===== src/rtl/irq_pin_pkg.sv =====
// Shared types for the per-pin interrupt detector.
package irq_pin_pkg;

    // Per-pin trigger configuration as seen by one trigger cell.
    typedef struct packed {
        logic en;
        logic edge_mode;
        logic pol;
        logic both;
    } trig_cfg_t;

endpackage


===== src/rtl/irq_tick_gen.sv =====
// Slow sample tick for the debounce filters.
// Emits a one-clock pulse every DIV clocks. Assumes DIV >= 1.
module irq_tick_gen #(
    parameter int DIV = 4
) (
    input  logic clk,
    input  logic rst_n,
    output logic tick
);
    localparam int TW = (DIV > 1) ? $clog2(DIV) : 1;

    logic [TW-1:0] div_cnt;

    // Count clocks and wrap at DIV-1.
    always_ff @(posedge clk) begin
        if (!rst_n)                         div_cnt <= '0;
        else if (div_cnt == TW'(DIV - 1))   div_cnt <= '0;
        else                                div_cnt <= div_cnt + 1'b1;
    end

    // Tick on the last count of each period.
    always_comb tick = (div_cnt == TW'(DIV - 1));
endmodule


===== src/rtl/irq_pin_filter.sv =====
// Debounce filter for one pin.
// The output takes a new value only after STABLE consecutive tick samples
// differ from it. Assumes the input is already synchronous to clk.
module irq_pin_filter #(
    parameter int STABLE = 4
) (
    input  logic clk,
    input  logic rst_n,
    input  logic tick,
    input  logic din,
    output logic dout
);
    localparam int CW = $clog2(STABLE) + 1;

    logic [CW-1:0] run_cnt;
    logic          held;

    // Count differing samples and accept the change on the last one.
    always_ff @(posedge clk) begin
        if (!rst_n) begin
            held    <= 1'b0;
            run_cnt <= '0;
        end else if (tick) begin
            if (din == held) begin
                run_cnt <= '0;
            end else if (run_cnt == CW'(STABLE - 1)) begin
                held    <= din;
                run_cnt <= '0;
            end else begin
                run_cnt <= run_cnt + 1'b1;
            end
        end
    end

    // Present the accepted level.
    always_comb dout = held;
endmodule


===== src/rtl/irq_pin_trigger.sv =====
// Trigger cell for one pin.
// Detects edges against the level seen one clock earlier and holds edge
// events until cleared. Level mode reports the live match. Assumes lvl is
// already filtered when filtering is wanted.
module irq_pin_trigger
    import irq_pin_pkg::*;
(
    input  logic      clk,
    input  logic      rst_n,
    input  logic      lvl,
    input  trig_cfg_t cfg,
    input  logic      clr,
    output logic      raw
);
    logic prev_lvl;
    logic hit;
    logic sticky;
    logic rise;
    logic fall;

    // Remember the level from the previous clock.
    always_ff @(posedge clk) begin
        if (!rst_n) prev_lvl <= 1'b0;
        else        prev_lvl <= lvl;
    end

    // Classify the transition and apply polarity or both-edge selection.
    always_comb begin
        rise = lvl & ~prev_lvl;
        fall = ~lvl & prev_lvl;
        if (cfg.both) hit = rise | fall;
        else          hit = cfg.pol ? rise : fall;
    end

    // Sticky edge status: disarm clears, a new edge beats the clear.
    always_ff @(posedge clk) begin
        if (!rst_n)                         sticky <= 1'b0;
        else if (!cfg.en || !cfg.edge_mode) sticky <= 1'b0;
        else if (hit)                       sticky <= 1'b1;
        else if (clr)                       sticky <= 1'b0;
    end

    // Pick the sticky bit in edge mode and the armed level match otherwise.
    always_comb begin
        if (cfg.edge_mode) raw = sticky;
        else               raw = cfg.en & (lvl == cfg.pol);
    end
endmodule


===== src/rtl/irq_pin_detector.sv =====
// Per-pin interrupt detector, top level.
// Builds one filter and one trigger cell per pin, gates the status with arm
// and hide bits, and ORs the result into one request line. Assumes pin_lvl
// is already synchronized and eoi_clr is a one-cycle pulse.
module irq_pin_detector
    import irq_pin_pkg::*;
#(
    parameter int NPINS    = 32,
    parameter int TICK_DIV = 4,
    parameter int STABLE   = 4
) (
    input  logic             clk,
    input  logic             rst_n,
    input  logic [NPINS-1:0] pin_lvl,
    input  logic [NPINS-1:0] cfg_en,
    input  logic [NPINS-1:0] cfg_mask,
    input  logic [NPINS-1:0] cfg_edge,
    input  logic [NPINS-1:0] cfg_pol,
    input  logic [NPINS-1:0] cfg_both,
    input  logic [NPINS-1:0] cfg_dbnc,
    input  logic [NPINS-1:0] eoi_clr,
    output logic [NPINS-1:0] raw_stat,
    output logic [NPINS-1:0] irq_stat,
    output logic             irq_out
);
    logic             slow_tick;
    logic [NPINS-1:0] filt_lvl;
    logic [NPINS-1:0] sel_lvl;

    irq_tick_gen #(.DIV(TICK_DIV)) u_tick (
        .clk   (clk),
        .rst_n (rst_n),
        .tick  (slow_tick)
    );

    for (genvar p = 0; p < NPINS; p++) begin : g_pin
        trig_cfg_t cell_cfg;

        irq_pin_filter #(.STABLE(STABLE)) u_filt (
            .clk   (clk),
            .rst_n (rst_n),
            .tick  (slow_tick),
            .din   (pin_lvl[p]),
            .dout  (filt_lvl[p])
        );

        // Choose the filtered or the direct level and pack the cell config.
        always_comb begin
            sel_lvl[p]         = cfg_dbnc[p] ? filt_lvl[p] : pin_lvl[p];
            cell_cfg.en        = cfg_en[p];
            cell_cfg.edge_mode = cfg_edge[p];
            cell_cfg.pol       = cfg_pol[p];
            cell_cfg.both      = cfg_both[p];
        end

        irq_pin_trigger u_trig (
            .clk   (clk),
            .rst_n (rst_n),
            .lvl   (sel_lvl[p]),
            .cfg   (cell_cfg),
            .clr   (eoi_clr[p]),
            .raw   (raw_stat[p])
        );
    end

    // Gate the status with arm and hide bits, then merge into one line.
    always_comb begin
        irq_stat = raw_stat & cfg_en & ~cfg_mask;
        irq_out  = |irq_stat;
    end
endmodule


===== config.mk =====
export PLATFORM = sky130hd
export DESIGN_NAME = irq_pin_detector
export DESIGN_NICKNAME = d
export VERILOG_FILES = /design/src/rtl/irq_pin_pkg.sv /design/src/rtl/irq_tick_gen.sv /design/src/rtl/irq_pin_filter.sv /design/src/rtl/irq_pin_trigger.sv /design/src/rtl/irq_pin_detector.sv
export SDC_FILE = /design/constraint.sdc
export NUM_CORES = 1
export LEC_CHECK = 0
export CAP_MARGIN = 20
export CORE_MARGIN = 10
export CORE_UTILIZATION = 30
export CTS_CLUSTER_SIZE = 25
export DETAILED_ROUTE_END_ITERATION = 12
export HOLD_SLACK_MARGIN = 0.05
export SLEW_MARGIN = 10
export SYNTH_ARGS = -nofsm -noshare
export SYNTH_HDL_FRONTEND = slang
export SYNTH_SLANG_ARGS = --single-unit

===== constraint.sdc =====
create_clock -name clk -period 3 [get_ports clk]
set_input_delay 0.6 -clock clk [delete_from_list [all_inputs] [get_ports clk]]
set_output_delay 0.6 -clock clk [all_outputs]
set_load 0.05 [all_outputs]

==> impl_metrics.env <==
export IMPL_fmax_mhz=336.4
export IMPL_syn_nets=1768
export IMPL_yosys_area_share_simple=0.2440
export IMPL_netlist_instances=1413
export IMPL_grt_max_degree=86
export IMPL_clock_path_buffers=2
export IMPL_irDropWorstVdd_v=0.0003948
export IMPL_post_route_min_period_ns=2.972
export IMPL_ant_nets=0
export IMPL_routed_wl_um=38900
export IMPL_rows=73
export IMPL_power_share_switching=0.3018
export IMPL_relSlewSlack=0.3948
export IMPL_num_vias=11030
export IMPL_worst_slack_ns=0.02764
export IMPL_drive_above_1_share=0.2051
export IMPL_synth_top_family_by_area="simple AND/OR/NAND/NOR gates"
export IMPL_h_tree_depth=4
export IMPL_layout_nets=2175
export IMPL_p_sw_mw=2.011
export IMPL_power_leakage_nw=7.873
export IMPL_die_area_um2=48720
export IMPL_grt_pass1_wl_um=59020
export IMPL_setup_viol=0
export IMPL_required_ns=2.40
export IMPL_clock_latency_ns=0.45
export IMPL_synthMuxAreaShare=0.1198
export IMPL_preCtsSetupSlack_ns=-0.5597
export IMPL_drt_first_pass_iters=5
export IMPL_worstReg2RegEnd="g_pin[18].u_filt.run_cnt[2]$_SDFFE_PN0P_"
export IMPL_final_util=0.4599
export IMPL_finalCritPeriodShare=0.9908
export IMPL_area_delta_synth_final_pct=51.52
export IMPL_die_w_um=220.7
export IMPL_r2r_slack_ns=0.88
export IMPL_p_per_area_nw_per_um2=363.9
export IMPL_hold_viol=0
export IMPL_io_buffers=322
export IMPL_grt_ovfl_total=0
export IMPL_drc_errors=0
export IMPL_startpoint="pin_lvl[16]"
export IMPL_die_h_um=220.7
export IMPL_finish_instance_area_um2=18320
export IMPL_clock_skew_ns=0.01230
export IMPL_finalNonFillerCells=2364
export IMPL_p_seq_frac=0.399
export IMPL_maxCapViolCount=0
export IMPL_power_internal_mw=4.654
export IMPL_netlist_area_um2=12090
export IMPL_worst_setup_path_start_kind="primary input"
export IMPL_io_pin_count=323
export IMPL_clkPwrFrac=0.346
export IMPL_ys_warn_count=0
export IMPL_wire_per_inst_um=16.46
export IMPL_routed_via_density=4.666
export IMPL_clockRootBuffer="clkbuf_16"
export IMPL_core_area_um2=39820
export IMPL_hpwlAfterDp_um=30740
export IMPL_worst_setup_path_end_kind="primary output"
export IMPL_cts_buffers=17
export IMPL_antenna_found_initial=6
export IMPL_dpl_cell_count=2311
export IMPL_tightest_slew_ns=0.9079
export IMPL_yosysSeqAreaShare=0.3213
export IMPL_hold_class="reg2reg"
export IMPL_cts_sinks=194
export IMPL_first_iter_violations=449
export IMPL_initial_core_util=0.3035
export IMPL_num_fill_cells=3891
export IMPL_grt_setup_unrepaired="true"
export IMPL_rr_worst_depth=4
export IMPL_cts_tree="done"
export IMPL_gp_congestion=0.8407
export IMPL_synth_compound_area_share=0.1132
export IMPL_synth_fa_ha_area_frac=0.1004
export IMPL_grt_pass1_vias=11080
export IMPL_synth_cell_type_count=36
export IMPL_crit_path_max_fanout=2
export IMPL_synthXorXnorAreaFrac=0.04637
export IMPL_synth_area_per_cell_um2=8.555
export IMPL_place_area_um2=17170
export IMPL_track_usage=0.1539
export IMPL_crit_type="in2out"
export IMPL_run_status="complete, no violations"
export IMPL_report_final_slew_viol_count=0
export IMPL_reg2reg_from="u_tick.div_cnt[0]$_SDFF_PP0_"
export IMPL_cp_arrival_ns=2.37
export IMPL_comb_power_share=0.255
export IMPL_clkSlewWorstSetupHoldPaths_ns=0.09
export IMPL_ys_ff_latch=194
export IMPL_worstSetupEndpoint="irq_out"
-- power by group through the flow --
stage               Clock (mW)  Sequential (mW)  Combinational, mW
floorplan                    0             2.71              0.726
global placement             0             2.71               1.61
detailed placement           0             2.72               1.63
CTS                       2.39             2.66               1.71
global route              2.49             2.67               1.84
finish                    2.31             2.66               1.70
-- per-stage QoR --
stage	total power, mW	setup TNS (ns)	hold slack (ns)
after detailed placement	4.350	-0.9534	0.4601
final	6.665	0	0.4777
after floorplan	3.436	0	0.3984
after CTS	6.757	-0.02152	0.4770
after global routing	6.992	-0.04939	0.4982
after global placement	4.321	-0.9619	0.4547
-- cell usage in the layout (no fill, tap or decap), types with 32 or more instances in the layout --
cell,count
ha_1,96
and3_1,32
a21oi_1,32
inv_1,76
buf_12,67
dlygate4sd2_1,35
xnor2_1,32
o21ai_0,72
xor2_1,32
buf_4,133
nor2_1,54
a21boi_0,32
clkdlybuf4s50_1,189
nor2b_1,92
mux2_4,32
nand2b_1,64
dfxtp_1,194
nand3_1,64
nand2_1,184
mux2_2,52
-- cells in the mapped netlist (all sizes together) --
cell type  count  area share
a21boi        32       0.020
a21oi         32       0.013
a22o          20       0.014
and2          13      0.0067
and2b         11      0.0069
and3          32       0.017
buf           33       0.020
clkbuf        36       0.011
dfxtp        194        0.32
ha            97        0.10
inv           76       0.024
mux2          84       0.080
mux2i         32       0.039
nand2        185       0.057
nand2b        64       0.033
nand3         64       0.026
nand3b        24       0.015
nand4          1     0.00052
nor2          56       0.017
nor2b         95       0.049
nor3          28       0.012
nor4           4      0.0031
o21ai         96       0.040
o22ai         20       0.011
o32ai          8      0.0058
o41ai         12      0.0087
xnor2         32       0.023
xor2          32       0.023
-- cell type report --
type	count	area [µm²]	area share
multi-input combinational	1074	7986	0.4361
timing repair buffer	457	4917	0.2685
sequential	194	3884	0.2121
tap	525	656.9	0.03587
clock buffer	18	429.2	0.02343
inverter	76	285.3	0.01558
clock inverter	14	141.4	0.007720
antenna	6	15.01	0.0008198
-- how the worst min path moves through the flow --
stage / startpoint / endpoint / depth (start not counted)
after floorplan: u_tick.div_cnt[0]$_SDFF_PP0_ / u_tick.div_cnt[0]$_SDFF_PP0_ / 1
after global placement: u_tick.div_cnt[0]$_SDFF_PP0_ / u_tick.div_cnt[0]$_SDFF_PP0_ / 1
after detailed placement: u_tick.div_cnt[0]$_SDFF_PP0_ / u_tick.div_cnt[0]$_SDFF_PP0_ / 1
after CTS: g_pin[4].u_trig.sticky$_SDFFE_PP0P_ / g_pin[4].u_trig.sticky$_SDFFE_PP0P_ / 2
after global routing: g_pin[16].u_filt.run_cnt[2]$_SDFFE_PN0P_ / g_pin[16].u_filt.run_cnt[2]$_SDFFE_PN0P_ / 1
final: g_pin[4].u_trig.sticky$_SDFFE_PP0P_ / g_pin[4].u_trig.sticky$_SDFFE_PP0P_ / 2
-- sequential cells by signal, indices dropped and copies added (netlist names) --
signal and flops:
g_pin.u_filt.run_cnt 96, u_tick.div_cnt 2, g_pin.u_trig.sticky 32, g_pin.u_trig.prev_lvl 32, g_pin.u_filt.dout 32
-- per-layer routing --
metal | share of wire | track usage | wire, µm
met5 | 0.00069 | 0 | 27
met4 | 0.010 | 0.03831 | 407
met3 | 0.051 | 0.03032 | 1993
met2 | 0.49 | 0.2613 | 18870
met1 | 0.45 | 0.1960 | 17610
-- cell families (layout without fill, tap and decap cells) --
logic type                 count (synthesis)  after routing
AOI/OAI and AO/OA                        220            220
adders and majority gates                 97             97
buffers and inverters                    145            565
xor gates and xnor gates                  64             64
and+or+nand+nor                          577            577
DFF                                      194            194
other                                      0              6
muxes                                    116            116
-- timing repair --
| action | in CTS | in global routing |
|---|---|---|
| endpoints found under the hold margin | 0 | 0 |
| hold buffers | 0 | 0 |
| pin swaps | 6 | 5 |
| endpoints found under the setup margin | 8 | 8 |
| resized for setup | 110 | 46 |
| setup buffers | 13 | 2 |
-- critical path, stage by stage --
cell and delay [ns]:
clkdlybuf4s50_1 0.43, mux2i_2 0.27, mux2_4 0.36, o32ai_4 0.35, nor4_4 0.05, nand4_1 0.15, buf_12 0.16
Power figures use the tool's default switching activity.
